**config.mk**
```make
export PLATFORM = sky130hd
export DESIGN_NAME = tc_pair
export DESIGN_NICKNAME = d
export VERILOG_FILES = /design/src/rtl/tc_pkg.sv /design/src/rtl/tc_tick_gen.sv /design/src/rtl/tc_edge_sync.sv /design/src/rtl/tc_count_core.sv /design/src/rtl/tc_pair.sv
export SDC_FILE = /design/constraint.sdc
export NUM_CORES = 1
export LEC_CHECK = 0
export BUFFER_PORTS_ARGS = -buffer_cell sky130_fd_sc_hd__buf_2
export CAP_MARGIN = 20
export CORE_ASPECT_RATIO = 0.6
export CORE_MARGIN = 10
export CORE_UTILIZATION = 33
export DETAILED_ROUTE_END_ITERATION = 10
export HOLD_SLACK_MARGIN = 0.03
export SLEW_MARGIN = 0
export SYNTH_ARGS = -nofsm -noshare
export SYNTH_HDL_FRONTEND = slang
export SYNTH_HIERARCHICAL = 1
export SYNTH_SLANG_ARGS = --single-unit
```
**constraint.sdc**
```tcl
create_clock -name clk -period 2.41 [get_ports clk]
set_input_delay 0.482 -clock clk [delete_from_list [all_inputs] [get_ports clk]]
set_output_delay 0.482 -clock clk [all_outputs]
set_load 0.02 [all_outputs]
```
**src/rtl/tc_pkg.sv**
```systemverilog
package tc_pkg;

  typedef enum logic [1:0] {
    TM_13    = 2'd0,
    TM_16    = 2'd1,
    TM_RLD8  = 2'd2,
    TM_SPLIT = 2'd3
  } tc_mode_e;

  typedef struct packed {
    logic [7:0] lo;
    logic [7:0] hi;
    logic       wrap_lo;
    logic       wrap_hi;
  } tc_step_t;

  // One count step for a unit, given its structure and the advance requests.
  function automatic tc_step_t tc_step(tc_mode_e m, logic [7:0] lo, logic [7:0] hi,
                                       logic inc_lo, logic inc_hi);
    tc_step_t r;
    r.lo = lo;
    r.hi = hi;
    r.wrap_lo = 1'b0;
    r.wrap_hi = 1'b0;
    case (m)
      TM_13: begin
        if (inc_lo) begin
          r.lo[4:0] = lo[4:0] + 5'd1;
          if (lo[4:0] == 5'h1F) begin
            r.hi      = hi + 8'd1;
            r.wrap_lo = (hi == 8'hFF);
          end
        end
      end
      TM_16: begin
        if (inc_lo) begin
          {r.hi, r.lo} = {hi, lo} + 16'd1;
          r.wrap_lo    = &{hi, lo};
        end
      end
      TM_RLD8: begin
        if (inc_lo) begin
          if (lo == 8'hFF) begin
            r.lo      = hi;
            r.wrap_lo = 1'b1;
          end else begin
            r.lo = lo + 8'd1;
          end
        end
      end
      default: begin
        if (inc_lo) begin
          r.lo      = lo + 8'd1;
          r.wrap_lo = &lo;
        end
        if (inc_hi) begin
          r.hi      = hi + 8'd1;
          r.wrap_hi = &hi;
        end
      end
    endcase
    return r;
  endfunction

endpackage

```
**src/rtl/tc_tick_gen.sv**
```systemverilog
module tc_tick_gen (
  input  logic clk,
  input  logic rst_n,
  output logic tick
);
  logic phase_q;

  always_ff @(posedge clk or negedge rst_n) begin
    if (!rst_n) phase_q <= 1'b0;
    else        phase_q <= ~phase_q;
  end

  assign tick = phase_q;
endmodule

```
**src/rtl/tc_edge_sync.sv**
```systemverilog
module tc_edge_sync #(
  parameter int STAGES = 2
) (
  input  logic clk,
  input  logic rst_n,
  input  logic pin,
  output logic fall
);
  localparam int LEN = STAGES + 1;
  logic [LEN-1:0] sh_q;

  always_ff @(posedge clk or negedge rst_n) begin
    if (!rst_n) sh_q <= '0;
    else        sh_q <= {sh_q[LEN-2:0], pin};
  end

  // Oldest sample high, newer one low: one falling edge seen.
  assign fall = sh_q[LEN-1] & ~sh_q[LEN-2];
endmodule

```
**src/rtl/tc_count_core.sv**
```systemverilog
module tc_count_core
  import tc_pkg::*;
(
  input  logic       clk,
  input  logic       rst_n,
  input  tc_mode_e   mode,
  input  logic       inc_lo,
  input  logic       inc_hi,
  input  logic       wr_lo,
  input  logic       wr_hi,
  input  logic [7:0] wdata,
  output logic [7:0] lo_q,
  output logic [7:0] hi_q,
  output logic       wrap_lo,
  output logic       wrap_hi
);
  tc_step_t nxt;
  logic     sw_wr;

  assign nxt   = tc_step(mode, lo_q, hi_q, inc_lo, inc_hi);
  assign sw_wr = wr_lo | wr_hi;

  always_ff @(posedge clk or negedge rst_n) begin
    if (!rst_n) begin
      lo_q <= '0;
      hi_q <= '0;
    end else if (sw_wr) begin
      if (wr_lo) lo_q <= wdata;
      if (wr_hi) hi_q <= wdata;
    end else begin
      lo_q <= nxt.lo;
      hi_q <= nxt.hi;
    end
  end

  assign wrap_lo = nxt.wrap_lo & ~sw_wr;
  assign wrap_hi = nxt.wrap_hi & ~sw_wr;
endmodule

```
**src/rtl/tc_pair.sv**
```systemverilog
module tc_pair
  import tc_pkg::*;
#(
  parameter int SYNC_STAGES = 2,
  parameter int NUNITS      = 2
) (
  input  logic       clk,
  input  logic       rst_n,
  input  logic       reg_wr,
  input  logic [2:0] reg_addr,
  input  logic [7:0] reg_wdata,
  output logic [7:0] reg_rdata,
  input  logic [1:0] evt_in,
  input  logic [1:0] irq_ack,
  output logic [1:0] irq
);
  localparam int FLAG_BIT = 4;
  localparam int RUN_BIT  = 3;
  localparam int SRC_BIT  = 2;

  logic                   tick;
  logic [NUNITS-1:0]      evt_fall;
  logic [NUNITS-1:0][1:0] mode_q;
  logic [NUNITS-1:0]      src_q, run_q, flag_q;
  logic [NUNITS-1:0]      inc_lo, inc_hi, wrap_lo, wrap_hi;
  logic [NUNITS-1:0]      wr_ctrl, wr_lo, wr_hi, set_flag;
  logic [NUNITS-1:0][7:0] cnt_lo, cnt_hi;
  logic                   a_split, b_frozen;

  tc_tick_gen u_tick (.clk(clk), .rst_n(rst_n), .tick(tick));

  assign a_split  = (mode_q[0] == 2'd3);
  assign b_frozen = (mode_q[1] == 2'd3);

  // Register decode: 0/1 control, 2..5 count bytes.
  for (genvar u = 0; u < NUNITS; u++) begin : g_unit
    assign wr_ctrl[u] = reg_wr && (reg_addr == 3'(u));
    assign wr_lo[u]   = reg_wr && (reg_addr == 3'(2 + 2*u));
    assign wr_hi[u]   = reg_wr && (reg_addr == 3'(3 + 2*u));

    tc_edge_sync #(.STAGES(SYNC_STAGES)) u_sync (
      .clk(clk), .rst_n(rst_n), .pin(evt_in[u]), .fall(evt_fall[u])
    );

    tc_count_core u_core (
      .clk(clk), .rst_n(rst_n), .mode(tc_mode_e'(mode_q[u])),
      .inc_lo(inc_lo[u]), .inc_hi(inc_hi[u]),
      .wr_lo(wr_lo[u]), .wr_hi(wr_hi[u]), .wdata(reg_wdata),
      .lo_q(cnt_lo[u]), .hi_q(cnt_hi[u]),
      .wrap_lo(wrap_lo[u]), .wrap_hi(wrap_hi[u])
    );

    always_ff @(posedge clk or negedge rst_n) begin
      if (!rst_n) begin
        mode_q[u] <= 2'd0;
        src_q[u]  <= 1'b0;
        run_q[u]  <= 1'b0;
        flag_q[u] <= 1'b0;
      end else begin
        if (wr_ctrl[u]) begin
          mode_q[u] <= reg_wdata[1:0];
          src_q[u]  <= reg_wdata[SRC_BIT];
          run_q[u]  <= reg_wdata[RUN_BIT];
        end
        if (set_flag[u])
          flag_q[u] <= 1'b1;
        else if (irq_ack[u] || (wr_ctrl[u] && !reg_wdata[FLAG_BIT]))
          flag_q[u] <= 1'b0;
      end
    end
  end

  // Advance requests.
  assign inc_lo[0] = run_q[0] & (src_q[0] ? evt_fall[0] : tick);
  assign inc_hi[0] = a_split & run_q[1] & tick;
  assign inc_lo[1] = ~b_frozen & run_q[1] & (src_q[1] ? evt_fall[1] : tick);
  assign inc_hi[1] = 1'b0;

  // Flag sources: B's flag is taken over by A's upper half in split.
  assign set_flag[0] = wrap_lo[0];
  assign set_flag[1] = a_split ? wrap_hi[0] : (wrap_lo[1] | wrap_hi[1]);

  assign irq = flag_q;

  always_comb begin
    case (reg_addr)
      3'd0:    reg_rdata = {3'b000, flag_q[0], run_q[0], src_q[0], mode_q[0]};
      3'd1:    reg_rdata = {3'b000, flag_q[1], run_q[1], src_q[1], mode_q[1]};
      3'd2:    reg_rdata = cnt_lo[0];
      3'd3:    reg_rdata = cnt_hi[0];
      3'd4:    reg_rdata = cnt_lo[1];
      3'd5:    reg_rdata = cnt_hi[1];
      default: reg_rdata = 8'h00;
    endcase
  end
endmodule

```
==> flow_metrics.env <==
export IMPL_status="completed"
export IMPL_critPathArrivalTime_ns=1.85
export IMPL_yosys_area_share_simple_pct=24.5
export IMPL_post_cts_setup_buffers=0
export IMPL_powerDensity_nw_per_um2=954
export IMPL_finalWirelength_um=15200
export IMPL_cell_breakdown_of_the_critical_path="buf_2 -> buf_4 -> mux2i_1 -> nor2_1 -> a221o_1 -> buf_2"
export IMPL_layout_stage_area_growth_over_the_synthesis_result_pct=18.7
export IMPL_largest_family_of_logic_cells_by_synthesized_area="compound AO/OA/AOI/OAI gates"
export IMPL_tightestPinTransition_ns=0.579
export IMPL_clock_sinks=49
export IMPL_cap_viol_max_count=0
export IMPL_hold_viol_final=0
export IMPL_worst_ir_drop_vdd_mv=0.349
export IMPL_drt_iter0_markers=615
export IMPL_critical_path_max_stage_delay_ns=0.35
export IMPL_synth_xor_area_share_pct=1.48
export IMPL_worst_path_max_fanout=17
export IMPL_worst_path_max_delay_cell="mux2i_1"
export IMPL_setup_violations_final=0
export IMPL_yosysTopAreaCellShare_pct=29.6
export IMPL_synth_sequential_area_ratio_pct=29.6
export IMPL_synthesis_area_um2=4140
export IMPL_skew_ns=0.00502
export IMPL_remaining_drc_errors=0
export IMPL_design_power_total_w=0.00469
export IMPL_grt_overflow_total=0
export IMPL_io_buffer_count=27
export IMPL_setup_worst_path_end_class="primary output"
export IMPL_clock_latency_ns=0.30
export IMPL_placedCellCount=706
export IMPL_globalplace_congestion=0.985
export IMPL_yosysWarningCount=6
export IMPL_power_static_leakage_nw=2.02
export IMPL_synthesized_area_per_cell_um2=8.59
export IMPL_synth_edf_count=0
export IMPL_hold_path_class="in2async"
export IMPL_maximum_number_of_pins_on_one_net_before_global_route_repair=30
export IMPL_synth_top_cells_by_area="dfrtp_1 30%, mux2i_1 4.8%, ha_1 4.2%"
export IMPL_num_io_pins=28
export IMPL_cts_buffers_inserted=5
export IMPL_via_count=4391
export IMPL_postSynthRegisterBits=49
export IMPL_max_slew_margin_pct=61.4
export IMPL_crit_reg2reg_launch="g_unit[0].u_core/lo_q[3]"
export IMPL_die_h_um=107
export IMPL_post_cts_resized=0
export IMPL_final_net_count=580
export IMPL_rows=31
export IMPL_antenna_violating_nets_post_route=0
export IMPL_report_final_slew_viol_count=0
export IMPL_cts_tree="done"
export IMPL_netlist_cell_type_count=84
export IMPL_reg2reg_slack_ns=0.15
export IMPL_startpoint="reg_addr[0]"
export IMPL_yosys_area_share_adder_pct=4.23
export IMPL_synth_area_mux_share_pct=7.28
export IMPL_finalCritPeriodShare_pct=96.8
export IMPL_detailedRoute_firstPassIterationCount=5
export IMPL_synth_compound_area_share_pct=26.6
export IMPL_design_die_area_um2=17600
export IMPL_post_route_cells_drive_above_1_share_pct=23.1
export IMPL_dp_hpwl_um=11900
export IMPL_drt_wirelength_per_cell_um=21.2
export IMPL_fmax_mhz=429
export IMPL_postSynthCellCount=482
export IMPL_synthDominantAreaCellType="dfrtp_1"
export IMPL_finalNonFillerCells=714
export IMPL_worstSetupStartpointType="input port"
export IMPL_vias_per_cell=6.15
export IMPL_initial_core_util_pct=34.0
export IMPL_ctsHtreeMaxLevel=2
export IMPL_placeableCoreArea_um2=12200
export IMPL_cts_root_buf="clkbuf_16"
export IMPL_setup_repair_after_global_routing_missed_its_margin="false"
export IMPL_timing_critical_path_mode_cell="buf_2"
export IMPL_class_of_the_most_critical_setup_path="in2out"
export IMPL_n_antenna_cell=0
export IMPL_yosys_most_used_dff="dfrtp_1"
export IMPL_ctsHoldBuffers=0
export IMPL_post_synth_arst_share_pct=100
export IMPL_final_period_minus_worst_setup_slack_ns=2.33
export IMPL_fillers=1242
export IMPL_regToRegEndpoint="g_unit[0].u_core/hi_q[7]"
export IMPL_max_clock_path_buffers=2
export IMPL_worst_endpoint_required_ns=1.93
export IMPL_worst_r2r_cell_count=5
export IMPL_hold_slack_final_ns=0.173
export IMPL_grt_total_usage_pct=17.1
export IMPL_grt_first_pass_wirelength_um=23800
export IMPL_cts_clk_slew_worst_paths_ns=0.07
export IMPL_grt_antenna_before_repair=0
export IMPL_die_width_um=165
export IMPL_number_of_global_route_vias_before_repair=4020
export IMPL_destination_of_the_critical_timing_path="reg_rdata[4]"
-- synthesized netlist by cell type (6+ instances only) --
cell and number:
mux2i_1 20, nand3_1 19, nor4_1 7, a21oi_1 29, o31ai_1 9, nand2b_1 9, o21ai_0 27, ha_1 14
dfrtp_1 49, buf_4 6, nand2_1 33, mux2_2 9, nand4_1 6, a31oi_1 8, clkbuf_1 8, o22ai_1 8
or3_1 6, nor3_1 18, a221oi_1 13, inv_1 25, nor2_1 44, a211oi_1 10
-- cells in the final DEF (no fill, tap or decap), drive strengths merged, types with 8 or more instances in the layout --
cell type  Yosys  layout
buf           10      80
dfrtp         49      49
nor2          44      44
nand2         33      33
a21oi         29      29
o21ai         28      28
inv           25      25
nand3         22      22
mux2i         20      20
nor3          19      19
a221oi        15      15
ha            14      14
a211oi        10      10
nand2b         9       9
mux2           9       9
o31ai          9       9
o22ai          9       9
a31oi          9       9
or3            8       8
-- registers in the layout (all words and copies together), names as in the netlist --
signal              flops
g_unit.u_core/lo_q     16
irq                     2
u_tick/tick             1
run_q                   2
g_unit.u_core/hi_q     16
src_q                   2
g_unit.u_sync/sh_q      6
mode_q                  4
-- worst min-delay path by stage --
stage | from | end | slack, ns | cells after the start
2_1_floorplan | rst_n | g_unit[0].u_core/hi_q[0] | 0.19 | 0
3_3_place_gp | g_unit[1].u_sync/sh_q[0] | g_unit[1].u_sync/sh_q[1] | 0.34 | 0
3_5_place_dp | g_unit[0].u_sync/sh_q[0] | g_unit[0].u_sync/sh_q[1] | 0.34 | 0
4_1_cts | rst_n | irq[1] | 0.20 | 1
5_1_grt | rst_n | irq[1] | 0.21 | 1
6_report | rst_n | g_unit[1].u_core/lo_q[4] | 0.17 | 1
-- metrics by stage --
step                      utilization [%]   TNS [ns]  cell area (µm²)  setup WS (ns)
after CTS                            40.3          0             4910          0.155
after global routing                 40.3          0             4910         0.0169
final                                40.3          0             4910         0.0772
after detailed placement             38.9          0             4730          0.159
after global placement               38.9          0             4730          0.177
after floorplan                         -  -0.000903             4140      -0.000903
-- critical path: cells and delay by family --
kind / cells / cell delay [ns]
buf+inv: 3 / 0.62
mux: 1 / 0.35
compound gates: 1 / 0.29
simple gates: 1 / 0.10
-- layer usage --
layer,routed length [µm],part of all wire (%),GRT usage (%),vias up
li1,-,-,-,1967
met1,7690,51,27.8,2108
met2,5320,35,19.8,303
met3,2010,13,5.96,13
met4,129,0.85,3.15,0
met5,0,0,0,-
-- kinds of logic (layout without fill, tap and decap cells) --
logic type / after synthesis / count (layout)
fa+ha+maj: 14 / 14
mux: 29 / 29
simple gates: 183 / 183
flops: 49 / 49
compound gates: 152 / 152
other cells: 1 / 2
buf+inv: 47 / 113
xor+xnor: 7 / 7
-- power breakdown --
part | internal [W] | switching [W] | total, W
Clock | 0.000519 | 0.000349 | 0.000868
Sequential | 0.00109 | 0.000437 | 0.00152
Combinational | 0.000932 | 0.00136 | 0.00230
Total | 0.00254 | 0.00215 | 0.00469
-- layout make-up --
class                           count  area, µm²  share of cell area (%)
Clock inverter                      2       37.5                   0.764
Tap cell                          165        206                    4.20
Sequential cell                    49       1230                    25.0
Clock buffer                        6        139                    2.83
Multi-Input combinational cell    387       2670                    54.2
Inverter                           25       93.8                    1.91
Timing Repair Buffer               80        546                    11.1
No activity file was read; power rests on OpenSTA's default activity.
